<file path="config.mk">
export PLATFORM = sky130hd
export DESIGN_NAME = bus_cycle_seq
export DESIGN_NICKNAME = d
export VERILOG_FILES = /design/src/rtl/bcs_pkg.sv /design/src/rtl/bcs_rst_qual.sv /design/src/rtl/bcs_fsm.sv /design/src/rtl/bcs_datapath.sv /design/src/rtl/bus_cycle_seq.sv
export SDC_FILE = /design/constraint.sdc
export NUM_CORES = 1
export LEC_CHECK = 0
export ABC_AREA = 1
export BUFFER_PORTS_ARGS = -buffer_cell sky130_fd_sc_hd__buf_2
export CAP_MARGIN = 20
export CORE_MARGIN = 2
export CORE_UTILIZATION = 44
export CTS_BUF_LIST = sky130_fd_sc_hd__clkbuf_4
export DETAILED_ROUTE_END_ITERATION = 6
export PLACE_DENSITY = 0.81
export SLEW_MARGIN = 40
export SYNTH_ARGS = -nofsm -noshare
export SYNTH_HDL_FRONTEND = slang
export SYNTH_SLANG_ARGS = --single-unit
</file>
<file path="constraint.sdc">
create_clock -name clk -period 1.33 [get_ports clk]
set_input_delay 0.399 -clock clk [delete_from_list [all_inputs] [get_ports clk]]
set_output_delay 0.399 -clock clk [all_outputs]
set_load 0.01 [all_outputs]
</file>
<file path="src/rtl/bcs_pkg.sv">
package bcs_pkg;
  typedef enum logic [2:0] {
    S_RST  = 3'd0,
    S_IDLE = 3'd1,
    S_T1   = 3'd2,
    S_T2   = 3'd3,
    S_T3   = 3'd4,
    S_TW   = 3'd5,
    S_T4   = 3'd6
  } bus_state_e;
endpackage

</file>
<file path="src/rtl/bcs_rst_qual.sv">
// Qualifies the system reset request: it counts only once the input has
// been high on HOLD consecutive rising edges.
module bcs_rst_qual #(
  parameter int HOLD = 4
) (
  input  logic clk,
  input  logic rst_n,
  input  logic cpu_reset_i,
  output logic rst_take_o
);
  localparam int CW = (HOLD > 1) ? $clog2(HOLD) : 1;
  localparam logic [CW-1:0] LIM = CW'(HOLD - 1);

  logic [CW-1:0] cnt_q, cnt_d;

  always_comb begin
    cnt_d = cnt_q;
    if (!cpu_reset_i)      cnt_d = '0;
    else if (cnt_q != LIM) cnt_d = cnt_q + 1'b1;
  end

  always_ff @(posedge clk or negedge rst_n) begin
    if (!rst_n) cnt_q <= '0;
    else        cnt_q <= cnt_d;
  end

  // The current edge is the HOLD-th consecutive high sample.
  assign rst_take_o = cpu_reset_i && (cnt_q == LIM);

  // a qualified reset is always preceded by a high input one edge earlier
  assert_hold_history_R9: assert property (@(posedge clk) disable iff (!rst_n)
    (rst_take_o && HOLD > 1 && cnt_q != '0) |-> $past(cpu_reset_i));
endmodule

</file>
<file path="src/rtl/bcs_fsm.sv">
// Cycle state machine: T1, T2, T3, waits, T4, plus reset and idle.
module bcs_fsm
  import bcs_pkg::*;
(
  input  logic       clk,
  input  logic       rst_n,
  input  logic       rst_take_i,
  input  logic       req_valid_i,
  input  logic       ready_i,
  output bus_state_e state_o,
  output logic       accept_o,
  output logic       boot_load_o,
  output logic       cap_o,
  output logic       req_ready_o
);
  bus_state_e state_q, state_d;
  logic       ready_q;
  logic       ready_en;

  assign req_ready_o = ((state_q == S_IDLE) || (state_q == S_T4)) && !rst_take_i;
  assign accept_o    = req_ready_o && req_valid_i;
  assign boot_load_o = (state_q == S_RST) && !rst_take_i;
  assign cap_o       = !rst_take_i &&
                       (((state_q == S_T3) && ready_q) || ((state_q == S_TW) && ready_i));
  assign ready_en    = (state_q == S_T2);

  always_comb begin
    state_d = state_q;
    unique case (state_q)
      S_RST:   state_d = S_T1;
      S_IDLE:  state_d = accept_o ? S_T1 : S_IDLE;
      S_T1:    state_d = S_T2;
      S_T2:    state_d = S_T3;
      S_T3:    state_d = ready_q ? S_T4 : S_TW;
      S_TW:    state_d = ready_i ? S_T4 : S_TW;
      S_T4:    state_d = accept_o ? S_T1 : S_IDLE;
      default: state_d = S_IDLE;
    endcase
    if (rst_take_i) state_d = S_RST;
  end

  always_ff @(posedge clk or negedge rst_n) begin
    if (!rst_n) begin
      state_q <= S_RST;
      ready_q <= 1'b0;
    end else begin
      state_q <= state_d;
      if (ready_en) ready_q <= ready_i;
    end
  end

  assign state_o = state_q;

  // T1 always leads into T2
  assert_t1_to_t2_R1: assert property (@(posedge clk) disable iff (!rst_n)
    (state_q == S_T1 && !rst_take_i) |=> (state_q == S_T2));
  // a low sample at the end of T2 forces a wait after T3
  assert_t3_wait_R4: assert property (@(posedge clk) disable iff (!rst_n)
    (state_q == S_T3 && !ready_q && !rst_take_i) |=> (state_q == S_TW));
  // a high sample at the end of T2 goes straight to T4
  assert_t3_direct_R4: assert property (@(posedge clk) disable iff (!rst_n)
    (state_q == S_T3 && ready_q && !rst_take_i) |=> (state_q == S_T4));
  // another wait follows every low sample in a wait state
  assert_wait_repeat_R5: assert property (@(posedge clk) disable iff (!rst_n)
    (state_q == S_TW && !ready_i && !rst_take_i) |=> (state_q == S_TW));
  // a qualified reset request moves the machine to reset
  assert_reset_entry_R9: assert property (@(posedge clk) disable iff (!rst_n)
    rst_take_i |=> (state_q == S_RST));
  // no new transfer starts out of the data phase
  assert_no_midstart_R8: assert property (@(posedge clk) disable iff (!rst_n)
    (state_q inside {S_T1, S_T2, S_T3, S_TW}) |=> (state_q != S_T1));
endmodule

</file>
<file path="src/rtl/bcs_datapath.sv">
// Holds the transfer in flight and decodes the bus strobes from the state.
module bcs_datapath
  import bcs_pkg::*;
#(
  parameter int            AW        = 20,
  parameter int            DW        = 16,
  parameter logic [AW-1:0] RESET_VEC = '1
) (
  input  logic          clk,
  input  logic          rst_n,
  input  bus_state_e    state_i,
  input  logic          accept_i,
  input  logic          boot_load_i,
  input  logic          cap_i,
  input  logic          req_write_i,
  input  logic          req_mem_i,
  input  logic [AW-1:0] req_addr_i,
  input  logic [DW-1:0] req_wdata_i,
  input  logic [DW-1:0] din_i,
  output logic [AW-1:0] addr_o,
  output logic          ale_o,
  output logic          rd_o,
  output logic          wr_o,
  output logic          den_o,
  output logic          dt_o,
  output logic          mio_o,
  output logic [DW-1:0] dout_o,
  output logic          dout_en_o,
  output logic [DW-1:0] rdata_o,
  output logic          done_o
);
  logic [AW-1:0] addr_q, addr_d;
  logic [DW-1:0] wdata_q, wdata_d;
  logic          write_q, write_d;
  logic          mem_q, mem_d;
  logic [DW-1:0] rdata_q;
  logic          load_en;
  logic          rcap_en;
  logic          data_ph;

  assign load_en = accept_i || boot_load_i;
  assign rcap_en = cap_i && !write_q;

  always_comb begin
    addr_d  = req_addr_i;
    wdata_d = req_wdata_i;
    write_d = req_write_i;
    mem_d   = req_mem_i;
    if (boot_load_i) begin
      addr_d  = RESET_VEC;
      wdata_d = '0;
      write_d = 1'b0;
      mem_d   = 1'b1;
    end
  end

  always_ff @(posedge clk or negedge rst_n) begin
    if (!rst_n) begin
      addr_q  <= '0;
      wdata_q <= '0;
      write_q <= 1'b0;
      mem_q   <= 1'b0;
      rdata_q <= '0;
    end else begin
      if (load_en) begin
        addr_q  <= addr_d;
        wdata_q <= wdata_d;
        write_q <= write_d;
        mem_q   <= mem_d;
      end
      if (rcap_en) rdata_q <= din_i;
    end
  end

  assign data_ph   = (state_i == S_T2) || (state_i == S_T3) || (state_i == S_TW);
  assign addr_o    = addr_q;
  assign ale_o     = (state_i == S_T1);
  assign rd_o      = data_ph && !write_q;
  assign wr_o      = data_ph && write_q;
  assign den_o     = data_ph;
  assign dt_o      = write_q;
  assign mio_o     = mem_q;
  assign dout_o    = wdata_q;
  assign dout_en_o = data_ph && write_q;
  assign rdata_o   = rdata_q;
  assign done_o    = (state_i == S_T4);

  // address and qualifiers hold from T1 to the end of the transfer
  assert_addr_hold_R2: assert property (@(posedge clk) disable iff (!rst_n)
    (state_i inside {S_T2, S_T3, S_TW, S_T4}) |-> ($stable(addr_q) && $stable(write_q)));
  // completion is a single-clock pulse
  assert_done_single_R1: assert property (@(posedge clk) disable iff (!rst_n)
    done_o |=> !done_o);
  // read data moves only at the close of the data phase
  assert_rdata_hold_R6: assert property (@(posedge clk) disable iff (!rst_n)
    (state_i inside {S_IDLE, S_T1, S_T2, S_T4, S_RST}) |=> $stable(rdata_q));
  // the strobes never overlap
  assert_strobe_excl_R3: assert property (@(posedge clk) disable iff (!rst_n)
    !(rd_o && wr_o));
endmodule

</file>
<file path="src/rtl/bus_cycle_seq.sv">
module bus_cycle_seq
  import bcs_pkg::*;
#(
  parameter int            AW        = 20,
  parameter int            DW        = 16,
  parameter int            RST_HOLD  = 4,
  parameter logic [AW-1:0] RESET_VEC = AW'(20'hFFFF0)
) (
  input  logic          clk,
  input  logic          rst_n,
  input  logic          cpu_reset_i,
  input  logic          req_valid_i,
  output logic          req_ready_o,
  input  logic          req_write_i,
  input  logic          req_mem_i,
  input  logic [AW-1:0] req_addr_i,
  input  logic [DW-1:0] req_wdata_i,
  input  logic          ready_i,
  input  logic [DW-1:0] din_i,
  output logic [AW-1:0] addr_o,
  output logic          ale_o,
  output logic          rd_o,
  output logic          wr_o,
  output logic          den_o,
  output logic          dt_o,
  output logic          mio_o,
  output logic [DW-1:0] dout_o,
  output logic          dout_en_o,
  output logic [DW-1:0] rdata_o,
  output logic          done_o
);
  bus_state_e state;
  logic       rst_take;
  logic       accept;
  logic       boot_load;
  logic       cap;

  bcs_rst_qual #(.HOLD(RST_HOLD)) i_rst_qual (
    .clk         (clk),
    .rst_n       (rst_n),
    .cpu_reset_i (cpu_reset_i),
    .rst_take_o  (rst_take)
  );

  bcs_fsm i_fsm (
    .clk         (clk),
    .rst_n       (rst_n),
    .rst_take_i  (rst_take),
    .req_valid_i (req_valid_i),
    .ready_i     (ready_i),
    .state_o     (state),
    .accept_o    (accept),
    .boot_load_o (boot_load),
    .cap_o       (cap),
    .req_ready_o (req_ready_o)
  );

  bcs_datapath #(.AW(AW), .DW(DW), .RESET_VEC(RESET_VEC)) i_datapath (
    .clk         (clk),
    .rst_n       (rst_n),
    .state_i     (state),
    .accept_i    (accept),
    .boot_load_i (boot_load),
    .cap_i       (cap),
    .req_write_i (req_write_i),
    .req_mem_i   (req_mem_i),
    .req_addr_i  (req_addr_i),
    .req_wdata_i (req_wdata_i),
    .din_i       (din_i),
    .addr_o      (addr_o),
    .ale_o       (ale_o),
    .rd_o        (rd_o),
    .wr_o        (wr_o),
    .den_o       (den_o),
    .dt_o        (dt_o),
    .mio_o       (mio_o),
    .dout_o      (dout_o),
    .dout_en_o   (dout_en_o),
    .rdata_o     (rdata_o),
    .done_o      (done_o)
  );

  // every strobe is quiet while the transfer completes
  assert_t4_quiet_R7: assert property (@(posedge clk) disable iff (!rst_n)
    done_o |-> !(ale_o || rd_o || wr_o || den_o || dout_en_o));
  // the address strobe is followed by the data phase
  assert_ale_then_den_R3: assert property (@(posedge clk) disable iff (!rst_n)
    (ale_o && !rst_take) |=> (den_o && !ale_o));
endmodule

</file>
# Word level (Yosys, flattened, before mapping)
# Index checks and enable logic that the tools add are counted.
dict set report totals {
  out_inout_bits 61
  wordCells 48
  reg_bits 60
}
dict set report classes {
  n_reduce_logical 19
  muxes 11
  eq_ne 9
  addsub 1
}
# cell n
set ops {}
lappend ops {{$mux 20} 1}
lappend ops {{$pmux 3 s6} 1}
lappend ops {{$mux 16} 1}
lappend ops {{$logic_and 1x1->1} 10}
lappend ops {{$mux 2} 5}
lappend ops {{$eq 3x3->1 const B} 3}
lappend ops {{$eq 3x2->1 const B} 2}
lappend ops {{$logic_or 1x1->1} 5}
lappend ops {{$eq 3x1->1 const B} 1}
lappend ops {{$logic_not 3->1} 1}
lappend ops {{$mux 3} 1}
lappend ops {{$add 2x1->2 const B} 1}
lappend ops {{$eq 2x2->1 const B} 1}
lappend ops {{$logic_not 1->1} 2}
lappend ops {{$mux 1} 2}
lappend ops {{$ne 2x1->1 const B} 1}
lappend ops {{$ne 2x2->1 const B} 1}
lappend ops {{$reduce_or 2->1} 1}

# Depth between registers and ports, before layout
# Gate-level depths: netlist (run 1).
dict set report depth {
  word_depth 8
  depth_mapped 9
  ltp_nobuf 7
}

# By module
# From an unflattened synthesis (run 1), not the netlist that was laid out.
dict set report unflattened {
  cells_unflattened 297
  area_unflattened_um2 2536.2
}
# mod instances cells_each seq_area_each_um2 area_each_um2
set by_module_without_submodules {}
lappend by_module_without_submodules {bcs_datapath 1 243 1351.3 2133.3}
lappend by_module_without_submodules {bcs_fsm 1 41 100.1 297.8}
lappend by_module_without_submodules {bcs_rst_qual 1 13 50.0 105.1}

# Least setup slack after synthesis (run 1)
# No wires, ideal clock.
dict set report synth_path {
  kind {reg2out}
  from {register i_fsm.state_q[2] (netlist: i_fsm.state_o[2])}
  to {output port wr_o}
  stages_incl_launch_ff 8
  n_path_buf 2
  arrival_ps 1203
  slack_ps -272
  required_ps 931
  path_cell_list {dfrtp_1 buf_6 inv_1 nand3_1 nand2_1 inv_1 nor2_1 buf_4}
}
dict set report synth_via {
  elab_chain_len 4
  word_cells_on_any_way 6
}
# item line
set synth_lines {}
lappend synth_lines {{start, declared} bcs_fsm.sv:16} ;# bus_state_e state_q, state_d;
lappend synth_lines {{start signal, assigned} bcs_fsm.sv:47} ;# state_q <= state_d;
lappend synth_lines {{$eq 3x2->1 or $eq 3x3->1 (tied branches)} bcs_datapath.sv:75} ;# assign data_ph = (state_i == S_T2) || (state_i == S_T3) || (state_i == S_TW);
lappend synth_lines {{$logic_or 1x1->1} bcs_datapath.sv:75}
lappend synth_lines {{$logic_or 1x1->1 *} bcs_datapath.sv:75}
lappend synth_lines {{via den_o} bus_cycle_seq.sv:24} ;# output logic den_o,
lappend synth_lines {{$logic_and 1x1->1 *} --}
lappend synth_lines {{end, declared} bus_cycle_seq.sv:23} ;# output logic wr_o,
# Mark *: on every way through the listed nets, which the timed path passes. The rest lies on a longest branch.

# Final worst setup path (run 1)
dict set report layout_path {
  from {register i_fsm.state_q[2] (netlist: i_fsm.state_o[2])}
  to {output port dout_en_o}
}
dict set report layout_via {
  elab_chain_len 4
  word_cells_on_any_way 6
}
# item line
set layout_lines {}
lappend layout_lines {{$eq 3x2->1 or $eq 3x3->1 (tied branches)} bcs_datapath.sv:75}
lappend layout_lines {{$logic_or 1x1->1} bcs_datapath.sv:75}
lappend layout_lines {{$logic_or 1x1->1 *} bcs_datapath.sv:75}
lappend layout_lines {{$logic_and 1x1->1 *} bcs_datapath.sv:84} ;# assign dout_en_o = data_ph && write_q;
lappend layout_lines {{end, declared} bus_cycle_seq.sv:28} ;# output logic dout_en_o,
# Every way passes the cells marked *; elsewhere a longest branch is shown, timed or not.

==> run metrics, run 1 <==
Storage cell area 1505 sq um; #FFs+latches synth 60; CTS tree built; largest net degree at the start of global routing 61; Slew Limit Fails 0; # port buffers 119; status finished with violations; Hold Vio Cnt, Final 0; Syn Area/Cell 8.382 sq um; multiplexer area fraction after synthesis 0%; Critical Setup Path Class reg2out; Crit path max-delay family flip-flops; Net Count, Synth 386; nets@finish 573; # DRC 0; row cnt 28; WL per Instance 14.40 um; post-synthesis sequential area ratio 54.95%; Tightest Pin Transition 0.3160 ns; Ys Warns 0; Worst R2R Setup Slack -0.25 ns; Worst EP required 0.93 ns; largest family of logic cells by synthesized area simple AND/OR/NAND/NOR gates; first-pass GRT wire length 12610 um; Non-Filler Instances 592; CP Max Fanout 6; Post-Synth Adder-Cell Area 0.4579%; TritonCTS Buffers 9; vias in the first global route 2775; power per cell area 2284 nW/um^2; Core ar. 5956 sq um; Worst Skew 0.01082 ns; ANT cells 0; slowest cell on the critical path dfrtp_2; R2R Path Start i_rst_qual.cnt_q[0]$_DFFE_PN0P_; Worst Setup SP i_fsm.state_o[2]$_DFF_PN0_; post-synth cell types 22; Max IR drop VDD 0.001179 V; CP Launch Type flop; Placed Instances 524; Syn-to-layout area delta 62.82%; final period utilization 131.9%; number of DRC markers in iteration 0 137; GR Overflow Total 0; Worst slew margin 78.93%; WP buf/inv 3; Sink Count 60; Clock transition at path regs 0.09 ns; Mapped Area 2733 sq um; Synth Instances 326; area of the multi-input gates 1232 sq um; fin crit period 1.754 ns; vias after detailed routing 2918; WL final 8524 um; Tot GR Track Use 22.25%; layout cell share with drive strength beyond 1 52.42%; setup violators final 72; worst min path class in2async; max incr delay on CP 0.47 ns; Simple-Gate Fraction of Synth Area 34.20%; initial antenna violation count 0; Initial Util 45.88%; clock root buffer clkbuf_4; Setup WS post-layout -0.4236 ns; crit end category output pin; die area 6857 sq um; failing checks negative setup slack; max_cap viols 0; depth of the CTS H-tree 3; CTS max path bufs 2; GP Congestion 0.7722; crit path DAT 1.35 ns; RSZ-0062 raised after global routing true; ANT nets after route 0; Synth Area in Compound Gates 0.9615%; die span in x 82.81 um; CTS hold repair buffers 0; Fillers 431; worst-path cell chain inv_2 > nand3_4 > nand2_4 > inv_4 > nor2_4 > buf_6; Die Y 82.81 um; post-DP HPWL 4754 um; clk_lat worst skew 0.38 ns; Post-Synth XOR/XNOR Area 0%; Vias/cell 4.929; Pleak 0.002550 uW; Fmax 0.5703 GHz; Fin Setup TNS -13.34 ns; I/O pin cnt 120; Layout Utilization 74.71%; Pre-antenna DRT Iters 4
[final cells by class]
class | instances | area share (%)
Sequential cell | 60 | 33.83
Timing Repair Buffer | 192 | 31.36
Multi-Input combinational cell | 220 | 27.70
Inverter | 30 | 2.756
Tap cell | 75 | 2.109
Clock buffer | 11 | 1.856
Clock inverter | 4 | 0.3937
[per-stage QoR]
stage                     total power (uW)  worst slack (ns)  cell area [sq um]  hold WS (ns)
after global placement                6939          -0.08721               3492        0.4280
after floorplan                       5610          -0.09843               2761        0.1034
after CTS                             9204           -0.4344               4099      0.008442
after detailed placement              7099          -0.09820               3492        0.4351
after global routing                 10860           -0.5063               4449       0.01907
final                                10160           -0.4236               4449       0.01510
[flip-flops by register name, indices dropped and copies added (netlist names)]
name and flops:
i_datapath.rdata_o 16, i_datapath.dout_o 16, i_datapath.dt_o 1, i_rst_qual.cnt_q 2, i_fsm.state_o 3, i_datapath.mio_o 1, i_fsm.ready_q 1, i_datapath.addr_o 20
[cells in the final DEF (no fill, tap or decap), drive strengths merged]
master,Yosys,layout
nand3,65,66
nand4,1,1
inv,30,30
buf,18,190
nor2,8,8
o21bai,1,1
clkbuf,0,13
a21oi,2,2
ha,1,1
nand2,138,139
o21ai,1,1
clkinv,0,4
nor3,1,1
dfrtp,60,60
[cells by family (layout without fill, tap and decap cells)]
logic type | count (synthesis) | count (layout)
fa+ha+maj | 1 | 1
buf+inv | 48 | 237
compound gates | 4 | 4
simple gates | 213 | 215
flops | 60 | 60
[per-layer routing]
metal	part of all wire, %	up-vias	global-route usage (%)
met4	1.5	0	9.091
met2	53	121	36.51
li1	-	1403	-
met3	6.0	13	5.567
met5	0	-	0
met1	39	1381	28.21
[Yosys cell counts]
cell type / n / area share [%]
ha_1: 1 / 0.46
nand3_2: 2 / 0.73
nand2_2: 4 / 0.92
nor2_4: 1 / 0.41
inv_1: 27 / 3.7
o21bai_1: 1 / 0.27
nor2_1: 6 / 0.82
buf_4: 7 / 1.9
nor3_1: 1 / 0.18
o21ai_0: 1 / 0.18
dfrtp_1: 60 / 55
nand3_4: 1 / 0.64
nand2_4: 1 / 0.41
nand4_1: 1 / 0.23
a21oi_2: 1 / 0.32
buf_2: 5 / 0.92
nand2_1: 133 / 18
buf_6: 6 / 2.5
a21oi_1: 1 / 0.18
inv_2: 3 / 0.41
nand3_1: 62 / 11
nor2_2: 1 / 0.23
[path summary, 6_finish.rpt]
kind                                                           to  cells after the start
worst max-delay path                                    dout_en_o                      6
worst min-delay path            i_datapath.addr_o[16]$_DFFE_PN0P_                      2
worst max register to register   i_datapath.addr_o[7]$_DFFE_PN0P_                      9
worst min register to register   i_datapath.dout_o[4]$_DFFE_PN0P_                      2
max in group asynchronous              i_fsm.state_o[2]$_DFF_PN0_                      2
min in group clk                 i_datapath.dout_o[4]$_DFFE_PN0P_                      3
[what timing repair did]
item,in CTS,in global routing
pin swaps,25,16
setup buffers,24,23
hold endpoints to repair,0,0
endpoints found under the setup margin,87,119
gates resized for setup,53,38
gates cloned,5,3
[report_power, final]
group	switching, uW	leakage (uW)	total, uW	internal, uW
registers	543	0.000749	3160	2620
clock network	622	0.0000616	1020	400
logic	3070	0.00174	5980	2910
total	4230	0.00255	10200	5930
[worst register-to-register path, delay by kind of cell, from the launching register on]
kind,cells,cell delay (ns)
and+or+nand+nor,5,0.51
DFF,1,0.42
buffers and inverters,3,0.41
adders and majority gates,1,0.18
Note: power is estimated with default switching activity, not from simulation.
==> run 2, diff against run 1 <==
==> constraint.sdc (replaced) <==
create_clock -name clk -period 1.4 [get_ports clk]
set_input_delay 0.42 -clock clk [delete_from_list [all_inputs] [get_ports clk]]
set_output_delay 0.42 -clock clk [all_outputs]
set_load 0.01 [all_outputs]
==> run metrics, run 2 (same netlist as run 1, synthesis figures left out) <==
status finished with violations; failing checks negative setup slack; Clock transition at path regs 0.11 ns (+0.02 ns); CTS hold repair buffers 0 (unchanged); nets@finish 580 (+1.2%); WL per Instance 16.81 um (+17%); number of DRC markers in iteration 0 116 (-15%); Core ar. 5956 sq um (unchanged); Pleak 0.002825 uW (+11%); initial antenna violation count 0 (unchanged); commonest non-fill, non-tap cell in the layout buf_2; setup violators final 64 (-11%); Comb power frac 62.7% (+3.9 points); die area 6857 sq um (unchanged); worst min path class in2async; Setup WS post-layout -0.4662 ns (-0.04253 ns); Worst EP required 0.98 ns (+0.05 ns); Tightest Pin Transition 0.3254 ns (+0.009429 ns); max_cap viols 0 (unchanged); ANT cells 0 (unchanged); most frequent cells in the layout buf_2, nand2_1, dfrtp_1, nand3_2, nand2_2; die span in x 82.81 um (unchanged); Sink Count 60 (unchanged); first-pass GRT wire length 13100 um (+3.9%); Psw 4726 uW (+12%); internal power 6684 uW (+13%); Syn-to-layout area delta 81.73%; slowest cell on the critical path dfrtp_2; Max IR drop VDD 0.001358 V (+15%); switch share 41.42% (-0.25 points); CP Launch Type flop; # port buffers 119 (unchanged); Worst Skew 0.01581 ns (+0.004995 ns); layout cell share with drive strength beyond 1 63.62% (+11 points); most used cell, CP inv_2; I/O pin cnt 120 (unchanged); Fmax 0.5359 GHz; clock group share of total power 10.7% (+0.6 points); Die Y 82.81 um (unchanged); crit path DAT 1.45 ns (+0.10 ns); row cnt 28 (unchanged); post-DP HPWL 4561 um (-4.1%); GR Overflow Total 0 (unchanged); flip-flop count of the largest register after layout 20 (unchanged); Initial Util 45.88% (unchanged); depth of the CTS H-tree 3 (unchanged); clk_lat worst skew 0.40 ns (+0.02 ns); fin crit period 1.866 ns; Fin Setup TNS -12.50 ns (+0.8368 ns); Tot GR Track Use 23.63% (+1.4 points); Crit path max-delay family flip-flops; pre-CTS setup slack -0.01943 ns (+0.07876 ns); max incr delay on CP 0.49 ns (+0.02 ns); Vias/cell 5.100 (+3.5%); Sequential Power Share 26.5% (-4.6 points); ANT nets after route 0 (unchanged); WP buf/inv 3 (unchanged); vias after detailed routing 3060 (+4.9%); Worst slew margin 78.31% (-0.63 points); CTS max path bufs 2 (unchanged); Layout Utilization 83.38% (+8.7 points); clock root buffer clkbuf_4; WL final 10080 um (+18%); final period utilization 133.3%; Hold Vio Cnt, Final 0 (unchanged); hold slack 0.01221 ns (-0.002891 ns); Slew Limit Fails 0 (unchanged); RSZ-0062 raised after global routing true; CTS tree built; GP Congestion 0.8246 (+6.8%); power per cell area 2297 nW/um^2 (+0.59%); CP Max Fanout 6 (unchanged); # DRC 0 (unchanged); Pre-antenna DRT Iters 5 (+1); largest net degree at the start of global routing 61 (unchanged); Critical Setup Path Class reg2out; worst-path cell chain inv_2 > nand3_2 > nand2_2 > nand2_1 > inv_2 > buf_6; vias in the first global route 2729 (-1.7%); TritonCTS Buffers 9 (unchanged); crit end category output pin
-- run 2: changes by cell type in the layout (fill, tap and decap cells not counted), sizes merged --
cell	before	now
clkinvlp	0	1
nand3	66	65
bufinv	0	1
clkbuf	13	12
buf	190	197
nand2	139	140
-- run 2: metrics by stage --
stage          instance area [sq um]  power (uW)  instances
2_1_floorplan                   2751        5326        326
3_3_place_gp                    3470        6565        519
3_5_place_dp                    3470        6704        519
4_1_cts                         4242        9586        568
5_1_grt                         4966       12050        600
6_report                        4966       11410        600
-- run 2: layer usage --
metal / share of wire, % / up-vias / wire length (um) / track usage, %
met1: 38 / 1503 / 3873 / 29.37
li1: - / 1412 / - / -
met2: 55 / 131 / 5517 / 39.96
met4: 1.3 / 0 / 128 / 8.346
met5: 0 / - / 0 / 0
met3: 5.6 / 14 / 564 / 6.064
-- run 2: layout make-up --
| cell class | count | area (sq um) |
|---|---|---|
| clock buffers | 10 | 75.07 |
| clock inverters | 6 | 55.05 |
| fillers | 355 | 989.7 |
| inverters | 30 | 127.6 |
| multi-input cells | 220 | 1446 |
| flip-flops and latches | 60 | 1506 |
| well taps | 75 | 93.84 |
| repair buffers | 199 | 1662 |
-- run 2: what timing repair did --
| action | 4_1_cts | 5_1_grt |
|---|---|---|
| setup endpoints to repair | 46 | 101 |
| cloned | 10 | 3 |
| setup buffers | 25 | 31 |
| resized for setup | 59 | 119 |
| pin swaps | 12 | 40 |
-- run 2: power groups by stage --
stage	sequential (uW)	combinational, uW	clock (uW)
5_1_grt	3100	7630	1320
2_1_floorplan	3220	2100	0
3_5_place_dp	2940	3760	0
4_1_cts	2940	5460	1190
3_3_place_gp	2910	3650	0
6_report	3030	7160	1220
-- run 2: worst paths after layout --
kind                            cells after the start                                 end  slack [ns]                                from
worst max-delay path                                6                         req_ready_o       -0.47          i_fsm.state_o[2]$_DFF_PN0_
worst min-delay path                                2   i_datapath.addr_o[12]$_DFFE_PN0P_        0.01                               rst_n
worst max register to register                     10    i_datapath.addr_o[3]$_DFFE_PN0P_       -0.25          i_fsm.state_o[1]$_DFF_PN0_
worst min register to register                      2  i_datapath.rdata_o[12]$_DFFE_PN0P_        0.49  i_datapath.rdata_o[12]$_DFFE_PN0P_
max in group asynchronous                           2          i_fsm.state_o[0]$_DFF_PN0_        1.09                               rst_n
min in group clk                                    3   i_datapath.dout_o[12]$_DFFE_PN0P_        0.22                     req_wdata_i[12]
==> run 3, diff against run 2 <==
--- a/config.mk
+++ b/config.mk
@@ -8,10 +8,13 @@
 export ABC_AREA = 1
 export BUFFER_PORTS_ARGS = -buffer_cell sky130_fd_sc_hd__buf_2
 export CAP_MARGIN = 20
+export CELL_PAD_IN_SITES_DETAIL_PLACEMENT = 0
+export CELL_PAD_IN_SITES_GLOBAL_PLACEMENT = 1
 export CORE_MARGIN = 2
-export CORE_UTILIZATION = 44
+export CORE_UTILIZATION = 31
 export CTS_BUF_LIST = sky130_fd_sc_hd__clkbuf_4
 export DETAILED_ROUTE_END_ITERATION = 6
+export MAX_ROUTING_LAYER = met4
 export PLACE_DENSITY = 0.81
 export SLEW_MARGIN = 40
 export SYNTH_ARGS = -nofsm -noshare
==> run metrics, run 3 (same netlist as run 1, synthesis figures left out) <==
# port buffers 119 (unchanged); CTS tree built; die area 9581 sq um (+40%); Syn-to-layout area delta 82.23%; CP Max Fanout 5 (-1); FF-to-FF path depth 10 (unchanged); Tot GR Track Use 16.92% (-6.7 points); nets@finish 592 (+2.1%); commonest non-fill, non-tap cell in the layout buf_2; setup violators final 65 (+1.6%); final period utilization 129.2% (-4.1 points); GR met3 Demand/Resource 5.727% (-0.34 points); clk_lat worst skew 0.40 ns (about the same); Fmax 0.5528 GHz (+3.2%); depth of the CTS H-tree 3 (unchanged); gr busiest metal met2; hold path start req_addr_i[2]; Hold Vio Cnt, Final 0 (unchanged); Core ar. 8636 sq um (+45%); TritonCTS Buffers 9 (unchanged); status finished with violations; M1 GR Usage 21.52% (-7.8 points); worst min path class in2reg; die span in x 97.89 um (+18%); Placed Instances 557 (+7.3%); M2 GR Usage 25.87% (-14 points); total design power 11070 uW (-3.0%); Vias/cell 4.654 (-8.7%); initial antenna violation count 0 (unchanged); GR Overflow Total 0 (unchanged); worst hold path depth 3; failing checks negative setup slack; crit path DAT 1.39 ns (-0.06 ns); Sink Count 60 (unchanged); vias after detailed routing 3002 (-1.9%); CP Launch Type flop; WL per Instance 14.88 um (-11%); power per cell area 2222 nW/um^2 (-3.3%); # DRC 0 (unchanged); Tightest Pin Transition 0.4425 ns (+0.1171 ns); max_cap viols 0 (unchanged); ANT nets after route 0 (unchanged); Non-Filler Instances 645 (+7.5%); R2R Path Start i_rst_qual.cnt_q[0]$_DFFE_PN0P_; row cnt 34 (+21%); Worst Skew 0.009902 ns (-0.005908 ns); most frequent cells in the layout buf_2, nand2_1, dfrtp_1, buf_4, nand3_2; Pleak 0.002761 uW (-2.3%); GP Congestion 0.8070 (-2.1%); Die Y 97.89 um (+18%); Pre-antenna DRT Iters 4 (-1); I/O pin cnt 120 (unchanged); crit end category output pin; Initial Util 31.64% (-14 points); Fin Setup TNS -9.274 ns (+3.230 ns); clock root buffer clkbuf_4; layout cell share with drive strength beyond 1 60.52% (-3.1 points); Slew Limit Fails 0 (unchanged); post-DP HPWL 5015 um (+10%); Clock transition at path regs 0.10 ns (about the same); WL final 9599 um (-4.8%); vias in the first global route 2696 (-1.2%); Critical Setup Path Class reg2out; Worst slew margin 70.50% (-7.8 points); first-pass GRT wire length 12710 um (-3.0%); largest net degree at the start of global routing 38 (-38%); Area after DPL 3548 sq um (+2.3%); flip-flop count of the largest register after layout 20 (unchanged); fin crit period 1.809 ns (-0.05713 ns); Max IR drop VDD 0.001075 V (-21%); ANT cells 0 (unchanged); Setup WS post-layout -0.4090 ns (+0.05713 ns); Worst R2R Setup Slack -0.18 ns (+0.07 ns); fin area 4980 sq um (+0.28%); CTS max path bufs 2 (unchanged); number of DRC markers in iteration 0 105 (-9.5%); reg2reg end i_datapath.addr_o[12]$_DFFE_PN0P_; Worst EP required 0.98 ns (about the same); hold endpoint i_datapath.addr_o[2]$_DFFE_PN0P_; RSZ-0062 raised after global routing true
==> run 3: through the flow <==
stage / util (%) / hold slack [ns] / setup slack, ns
6_report: 57.66 / 0.2145 / -0.4090
5_1_grt: 57.66 / 0.1835 / -0.4996
4_1_cts: 47.02 / 0.1723 / -0.4075
3_5_place_dp: 41.09 / 0.3795 / -0.04973
3_3_place_gp: 41.09 / 0.3748 / 0.006018
2_1_floorplan: - / 0.1244 / -0.04943
==> run 3: layout make-up <==
class,count,area [sq um]
fill,778,3656
inverter,30,117.6
tap,108,135.1
multi-input combinational,223,1415
clock buffer,10,75.07
sequential,60,1506
clock inverter,6,78.83
timing repair buffer,208,1652
==> run 3: per-layer routing <==
layer | share of wire, % | vias to the layer above
li1 | - | 1443
met1 | 43 | 1439
met2 | 50 | 114
met3 | 6.7 | 6
met4 | 0.86 | 0
met5 | 0 | -
==> run 3: where the power goes <==
group	leakage [uW]	switching, uW	internal (uW)
Combinational	0.00193	3330	3360
Sequential	0.000748	507	2490
Clock	0.0000876	644	731
==> run 3: how the worst max path moves through the flow <==
stage / start / end / slack, ns
after global placement: i_fsm.state_o[0]$_DFF_PN0_ / i_datapath.rdata_o[10]$_DFFE_PN0P_ / 0.006
after CTS: i_fsm.state_o[2]$_DFF_PN0_ / dout_en_o / -0.41
after floorplan: i_fsm.state_o[2]$_DFF_PN0_ / wr_o / -0.05
final: i_fsm.state_o[2]$_DFF_PN0_ / ale_o / -0.41
after detailed placement: i_rst_qual.cnt_q[0]$_DFFE_PN0P_ / i_datapath.addr_o[17]$_DFFE_PN0P_ / -0.05
after global routing: i_fsm.state_o[2]$_DFF_PN0_ / ale_o / -0.50
==> run 3: timing repair <==
item                                    4_1_cts  5_1_grt
setup buffers                                19       35
hold buffers                                  1        0
endpoints found under the hold margin        14        0
pin swaps                                    15       81
gates cloned                                  5       13
gates resized for setup                      31       99
endpoints found under the setup margin       84      116
==> run 3: critical path: stages (launching register included) <==
cell and delay [ns]:
dfrtp_2 0.46, buf_4 0.16, nor2_4 0.13, nand2_2 0.08
inv_1 0.05, buf_2 0.12
